--- src/rtl/vend_pkg.sv ---
package vend_pkg;

  // Credit level after adding a coin step, clamped at the price level.
  function automatic int unsigned credit_add(input int unsigned level,
                                             input int unsigned step,
                                             input int unsigned top);
    int unsigned sum;
    sum = level + step;
    return (sum > top) ? top : sum;
  endfunction

endpackage

--- src/rtl/vend_coin_decode.sv ---
module vend_coin_decode #(
  parameter int LARGE_STEPS = 2,
  parameter int STEP_W      = 2
) (
  input  logic              coin_small,
  input  logic              coin_large,
  output logic [STEP_W-1:0] step
);
  localparam logic [STEP_W-1:0] SMALL_S = STEP_W'(1);
  localparam logic [STEP_W-1:0] LARGE_S = STEP_W'(LARGE_STEPS);

  // Exactly one coin counts; both together or none give no step.
  always_comb begin
    step = '0;
    if (coin_small && !coin_large)      step = SMALL_S;
    else if (coin_large && !coin_small) step = LARGE_S;
  end
endmodule

--- src/rtl/vend_next_level.sv ---
module vend_next_level
  import vend_pkg::*;
#(
  parameter int ST_W   = 2,
  parameter int STEP_W = 2,
  parameter int TOP    = 3
) (
  input  logic [ST_W-1:0]   level,
  input  logic [STEP_W-1:0] step,
  output logic [ST_W-1:0]   level_nxt
);
  localparam logic [ST_W-1:0] TOP_L = ST_W'(TOP);

  always_comb begin
    if (level == TOP_L) level_nxt = '0;
    else level_nxt = ST_W'(credit_add(int'(level), int'(step), TOP));
  end
endmodule

--- src/rtl/vend_release_reg.sv ---
module vend_release_reg #(
  parameter int ST_W = 2,
  parameter int TOP  = 3
) (
  input  logic            clk,
  input  logic            rst,
  input  logic [ST_W-1:0] level_nxt,
  output logic            vend_open
);
  localparam logic [ST_W-1:0] TOP_L = ST_W'(TOP);

  // Moore output, registered: high exactly while the credit register holds TOP.
  always_ff @(posedge clk) begin
    if (rst) vend_open <= 1'b0;
    else     vend_open <= (level_nxt == TOP_L);
  end
endmodule

--- src/rtl/vend_ctrl.sv ---
module vend_ctrl #(
  parameter int UNIT_SMALL = 5,
  parameter int UNIT_LARGE = 10,
  parameter int PRICE      = 15
) (
  input  logic clk,
  input  logic rst,
  input  logic coin_small,
  input  logic coin_large,
  output logic vend_open
);
  localparam int LARGE_STEPS = UNIT_LARGE / UNIT_SMALL;
  localparam int TOP         = (PRICE + UNIT_SMALL - 1) / UNIT_SMALL;
  localparam int LEVELS      = TOP + 1;
  localparam int ST_W        = (LEVELS > 2) ? $clog2(LEVELS) : 1;
  localparam int STEP_W      = $clog2(LARGE_STEPS + 1);

  logic [STEP_W-1:0] step;
  logic [ST_W-1:0]   level_q;
  logic [ST_W-1:0]   level_nxt;

  vend_coin_decode #(.LARGE_STEPS(LARGE_STEPS), .STEP_W(STEP_W)) u_dec (
    .coin_small(coin_small),
    .coin_large(coin_large),
    .step      (step)
  );

  vend_next_level #(.ST_W(ST_W), .STEP_W(STEP_W), .TOP(TOP)) u_nxt (
    .level    (level_q),
    .step     (step),
    .level_nxt(level_nxt)
  );

  // Credit state register: 0=00, 5=01, 10=10, 15=11 with default values.
  always_ff @(posedge clk) begin
    if (rst) level_q <= '0;
    else     level_q <= level_nxt;
  end

  vend_release_reg #(.ST_W(ST_W), .TOP(TOP)) u_rel (
    .clk      (clk),
    .rst      (rst),
    .level_nxt(level_nxt),
    .vend_open(vend_open)
  );
endmodule

--- config.mk ---
export PLATFORM = sky130hd
export DESIGN_NAME = vend_ctrl
export DESIGN_NICKNAME = d
export VERILOG_FILES = /design/src/rtl/vend_pkg.sv /design/src/rtl/vend_coin_decode.sv /design/src/rtl/vend_next_level.sv /design/src/rtl/vend_release_reg.sv /design/src/rtl/vend_ctrl.sv
export SDC_FILE = /design/constraint.sdc
export NUM_CORES = 1
export LEC_CHECK = 0
export ABC_AREA = 1
export BUFFER_PORTS_ARGS = -buffer_cell sky130_fd_sc_hd__buf_2
export CORE_AREA = 4 4 41 43
export CTS_CLUSTER_DIAMETER = 30
export DETAILED_ROUTE_END_ITERATION = 10
export DIE_AREA = 0 0 45 47
export SLEW_MARGIN = 20
export SYNTH_ARGS = -nofsm -noshare
export SYNTH_HDL_FRONTEND = slang
export SYNTH_SLANG_ARGS = --single-unit
--- constraint.sdc ---
create_clock -name clk -period 1.32 [get_ports clk]
set_clock_uncertainty 0.05 [all_clocks]
set_input_delay 0 -clock clk [delete_from_list [all_inputs] [get_ports clk]]
set_output_delay 0 -clock clk [all_outputs]
set_load 0.005 [all_outputs]
Yosys cells after proc, flatten, opt, wreduce, memory -nomap -nowiden:

Cells that the tools add are included.

* shift-type cells: 0
* $mul: 0
* multiplexer cells: 4
* reduce and logical (&&, ||, !) cells: 4
* $lt $le $gt $ge: 1
* add/sub/neg operators: 1
* div/mod/pow operators: 0
* equal/unequal tests: 2
* bitwise gates (word level): 0

Operators with widths (count)
* $mux W2: 4
* $eq A2 B2 Y1 const B: 2
* $add A2 B2 Y3: 1
* $gt A3 B2 Y1 const B: 1
* $logic_and A1 B1 Y1: 2
* $logic_not A1 Y1: 2

* bits in registers: 3
* logic and storage cells: 14
* memory bits (read-only): 0
* output and inout bits: 1
* memories kept: 0
* bits of input ports: 4
* bits in writable memories: 0
* latch bits: 0

Logic depth before layout (Yosys ltp):

* word-level depth: 9
* mapped depth: 8
* depth with buffers taken out: 8

Hierarchy:

From an unflattened synthesis, not the netlist that was laid out.

* cells, all modules: 26
* area, all modules: 181.4 µm²

By module, submodules not included
* vend_next_level: sequential area each 0.0 µm², instances 1, area an instance 81.3 µm², cells an instance 13
* vend_ctrl: sequential area each 40.0 µm², instances 1, area an instance 55.1 µm², cells an instance 6
* vend_release_reg: sequential area each 20.0 µm², instances 1, area an instance 30.0 µm², cells an instance 3
* vend_coin_decode: sequential area each 0.0 µm², instances 1, area an instance 15.0 µm², cells an instance 4

Least setup slack after synthesis:

OpenSTA, ideal clock, no wires.

* kind: register -> register
* start: register level_q[0]
* end: register level_q[1]
* setup slack: 34 ps
* data required time: 1158 ps
* path buffers: 0
* arrival: 1124 ps
* period minus slack after synthesis: 1286 ps
* library setup time: 112 ps
* cell stages (with the launch flop): 7
* path through: dfxtp_1 -> ha_1 -> inv_1 -> fa_1 -> nand2_1 -> inv_1 -> nor2_1

* cells in the longest elaborated chain, start to end: 4
* elaborated cells between the ends (all ways): 5
* classes of those cells: 1 x add/sub; 1 x order compare; 1 x eq/ne; 2 x mux

Ends and longest elaborated chain
* start: declaration: line vend_ctrl.sv:19 `logic [ST_W-1:0] level_q;`
* start signal: assignment: line vend_ctrl.sv:37 `else level_q <= level_nxt;`
* $add A2 B2 Y3: line vend_pkg.sv:8 `sum = level + step;`
* $gt A3 B2 Y1: line vend_pkg.sv:9 `return (sum > top) ? top : sum;`
* $mux W2: line vend_pkg.sv:9
* $mux W2 (*): line vend_next_level.sv:15 `if (level == TOP_L) level_nxt = '0;`

Every way passes the cells marked *; elsewhere a longest branch is shown, timed or not.
A chain may end at the register's enable or synchronous reset.

Worst setup path after layout:

Same ends and word-level chain as after synthesis.

==> results.json <==
{
  "clock_path_buffers": 2,
  "worstPathArrival_ns": 1.39,
  "ant_nets": 0,
  "slew_headroom_pct": 93.40,
  "synth-seq-cells": 3,
  "grt_pass1_wl_um": 503,
  "cpPeakStageDelay_ns": 0.50,
  "num_vias": 143,
  "critPathMaxFanout": 2,
  "final_common_cell": "inv_1",
  "synth.avg_cell_area_um2": 7.924,
  "setup_viol": 0,
  "cp_cell_sequence": "ha_1 -> inv_1 -> fa_1 -> nand2_1 -> inv_2 -> nor2_1",
  "cts_tree": "yes",
  "fin_crit_sh_pct": 99.31,
  "cts_max_level": 1,
  "syn_nets": 27,
  "yosysSeqAreaShare_pct": 36.09,
  "most-common-layout-cells": "5 x inv_1, 4 x buf_2, 3 x nand2_1, 3 x clkbuf_4",
  "area_growth_pct": 44.36,
  "cp_slowest_cell": "fa_1",
  "synth_fa_ha_area_share_pct": 19.55,
  "stdcell_count": 45,
  "root_buffer": "clkbuf_4",
  "numPortBuffers": 4,
  "synth_compound_area_share_pct": 0,
  "numCtsBuffers": 3,
  "io_pins": 5,
  "worst_slew_pin_slew_ns": 0.09867,
  "outcome": "finished clean",
  "clkTransAtPathRegs_ns": 0.04,
  "overflow": 0,
  "timing.hold.ws_ns": 0.01399,
  "irDropWorstVdd_mv": 0.2005,
  "synth-simple-area-share_pct": 28.57,
  "clk_latency_ns": 0.23,
  "multi_input_area_um2": 80.08,
  "syn_inst": 21,
  "start_util_pct": 12.79,
  "finalMaxSlewViolations": 0,
  "yosysTopAreaCell": "dfxtp_1",
  "first_pass_iters": 1,
  "drive_above_1_share_pct": 46.67,
  "cp.required_ns": 1.40,
  "syn_area_um2": 166.4,
  "place.gp.congestion": 0.6891,
  "p_leak_nw": 0.1272,
  "seq_area_um2": 61.31,
  "diodes": 0,
  "hpwl_um": 225.5,
  "rows": 13,
  "routed_wl_um": 266,
  "crit_path_end_kind": "register",
  "first_global_vias": 135,
  "viasPerCell": 3.178,
  "rsz0062_at_grt": "true",
  "antenna_found_initial": 0,
  "power_density_nw_per_um2": 1436,
  "synthMuxAreaShare_pct": 0,
  "clock.fmax_ghz": 0.7629,
  "synth_top_area_share_pct": 36.09,
  "drcViolationCount": 0,
  "synth-xor-area-share_pct": 0,
  "grtUsageTotal_pct": 3.715,
  "wl_per_cell_um": 5.911,
  "maxCapViolCount": 0,
  "cts_setup_buffers": 0,
  "grt_max_degree": 3,
  "core_area_um2": 1301,
  "dieArea_um2": 2115,
  "regToRegSetupSlack_ns": 0.009,
  "path_class": "register to register",
  "netlist_top_cells_area": "dfxtp_1 36%, inv_1 14%, fa_1 12%",
  "synth_cell_type_count": 10,
  "hp-class": "primary input to register",
  "cts_sinks": 3,
  "fillers": 154,
  "start_kind": "register",
  "hold_viol": 0,
  "timing.final.crit_period_ns": 1.311,
  "synth_top_family_by_area": "simple AND/OR/NAND/NOR gates",
  "yosys_warnings": 0,
  "drt_iter0_markers": 0,
  "dp_cells": 41,
  "hold_buffers": 0,
  "final_nets": 37,
  "die-width_um": 45,
  "die_height_um": 47
}
-- stage by stage --
step	power, mW	setup slack (ns)	area (um^2)	utilization [%]	TNS, ns
2_1_floorplan	0.1598	0.03403	166.4	-	0
3_3_place_gp	0.1817	-0.001694	212.7	16.35	-0.001694
3_5_place_dp	0.1829	0.001164	212.7	16.35	0
4_1_cts	0.3529	0.001301	240.2	18.46	0
5_1_grt	0.3784	-0.06123	240.2	18.46	-0.1199
6_report	0.3450	0.009136	240.2	18.46	0
-- per-layer routing --
metal  track usage, %  share of wire [%]  vias up
li1                 -                  -       76
met1            3.417                 37       62
met2            5.650                 53        3
met3            1.149                3.4        2
met4            5.263                6.4        0
met5                0                  0        -
-- power by group --
group | total [mW] | switching (mW) | leakage [nW] | internal [mW]
logic | 0.0705 | 0.0391 | 0.0872 | 0.0314
clock network | 0.162 | 0.0489 | 0.0150 | 0.113
registers | 0.112 | 0.00639 | 0.0250 | 0.106
total | 0.345 | 0.0944 | 0.127 | 0.251
-- layout make-up --
cell class,count,area share (%)
timing repair buffer,5,11.46
clock buffer,4,10.94
multi-input combinational,11,33.33
sequential,3,25.52
tap,15,7.813
inverter,7,10.94
-- cell families (layout without fill, tap and decap cells) --
group,count (synthesis),in the layout
simple gates,9,9
fa+ha+maj,2,2
flops,3,3
buf+inv,7,16
-- flip-flops by register name (all words and copies together) (netlist names) --
signal and flops:
level_q 2, u_rel.vend_open 1
-- critical path, delay by kind of cell (launching register included) --
| kind | cells | cell delay, ns |
|---|---|---|
| fa+ha+maj | 2 | 0.63 |
| flops | 1 | 0.32 |
| buf+inv | 2 | 0.11 |
| simple gates | 2 | 0.10 |
-- what timing repair did --
item | CTS | global route
gates resized for setup | 1 | 1
cloned | 0 | 0
setup endpoints to repair | 2 | 2
pin swaps | 0 | 2
-- path summary, 6_finish.rpt --
check	from	end	cells past startpoint
hold reg to reg	level_q[1]	level_q[1]	3
setup / recovery	level_q[0]	level_q[1]	6
hold / removal	rst	level_q[1]	4
setup reg to reg	level_q[0]	level_q[1]	6
-- cell usage after synthesis --
cell type and instances:
nand3_2 1, nor2_2 1, dfxtp_1 3, ha_1 1, nand2_1 3, nor2_1 2, fa_1 1, nand2_2 2
inv_1 6, clkinv_1 1
Note: power is estimated with default switching activity, not from simulation.
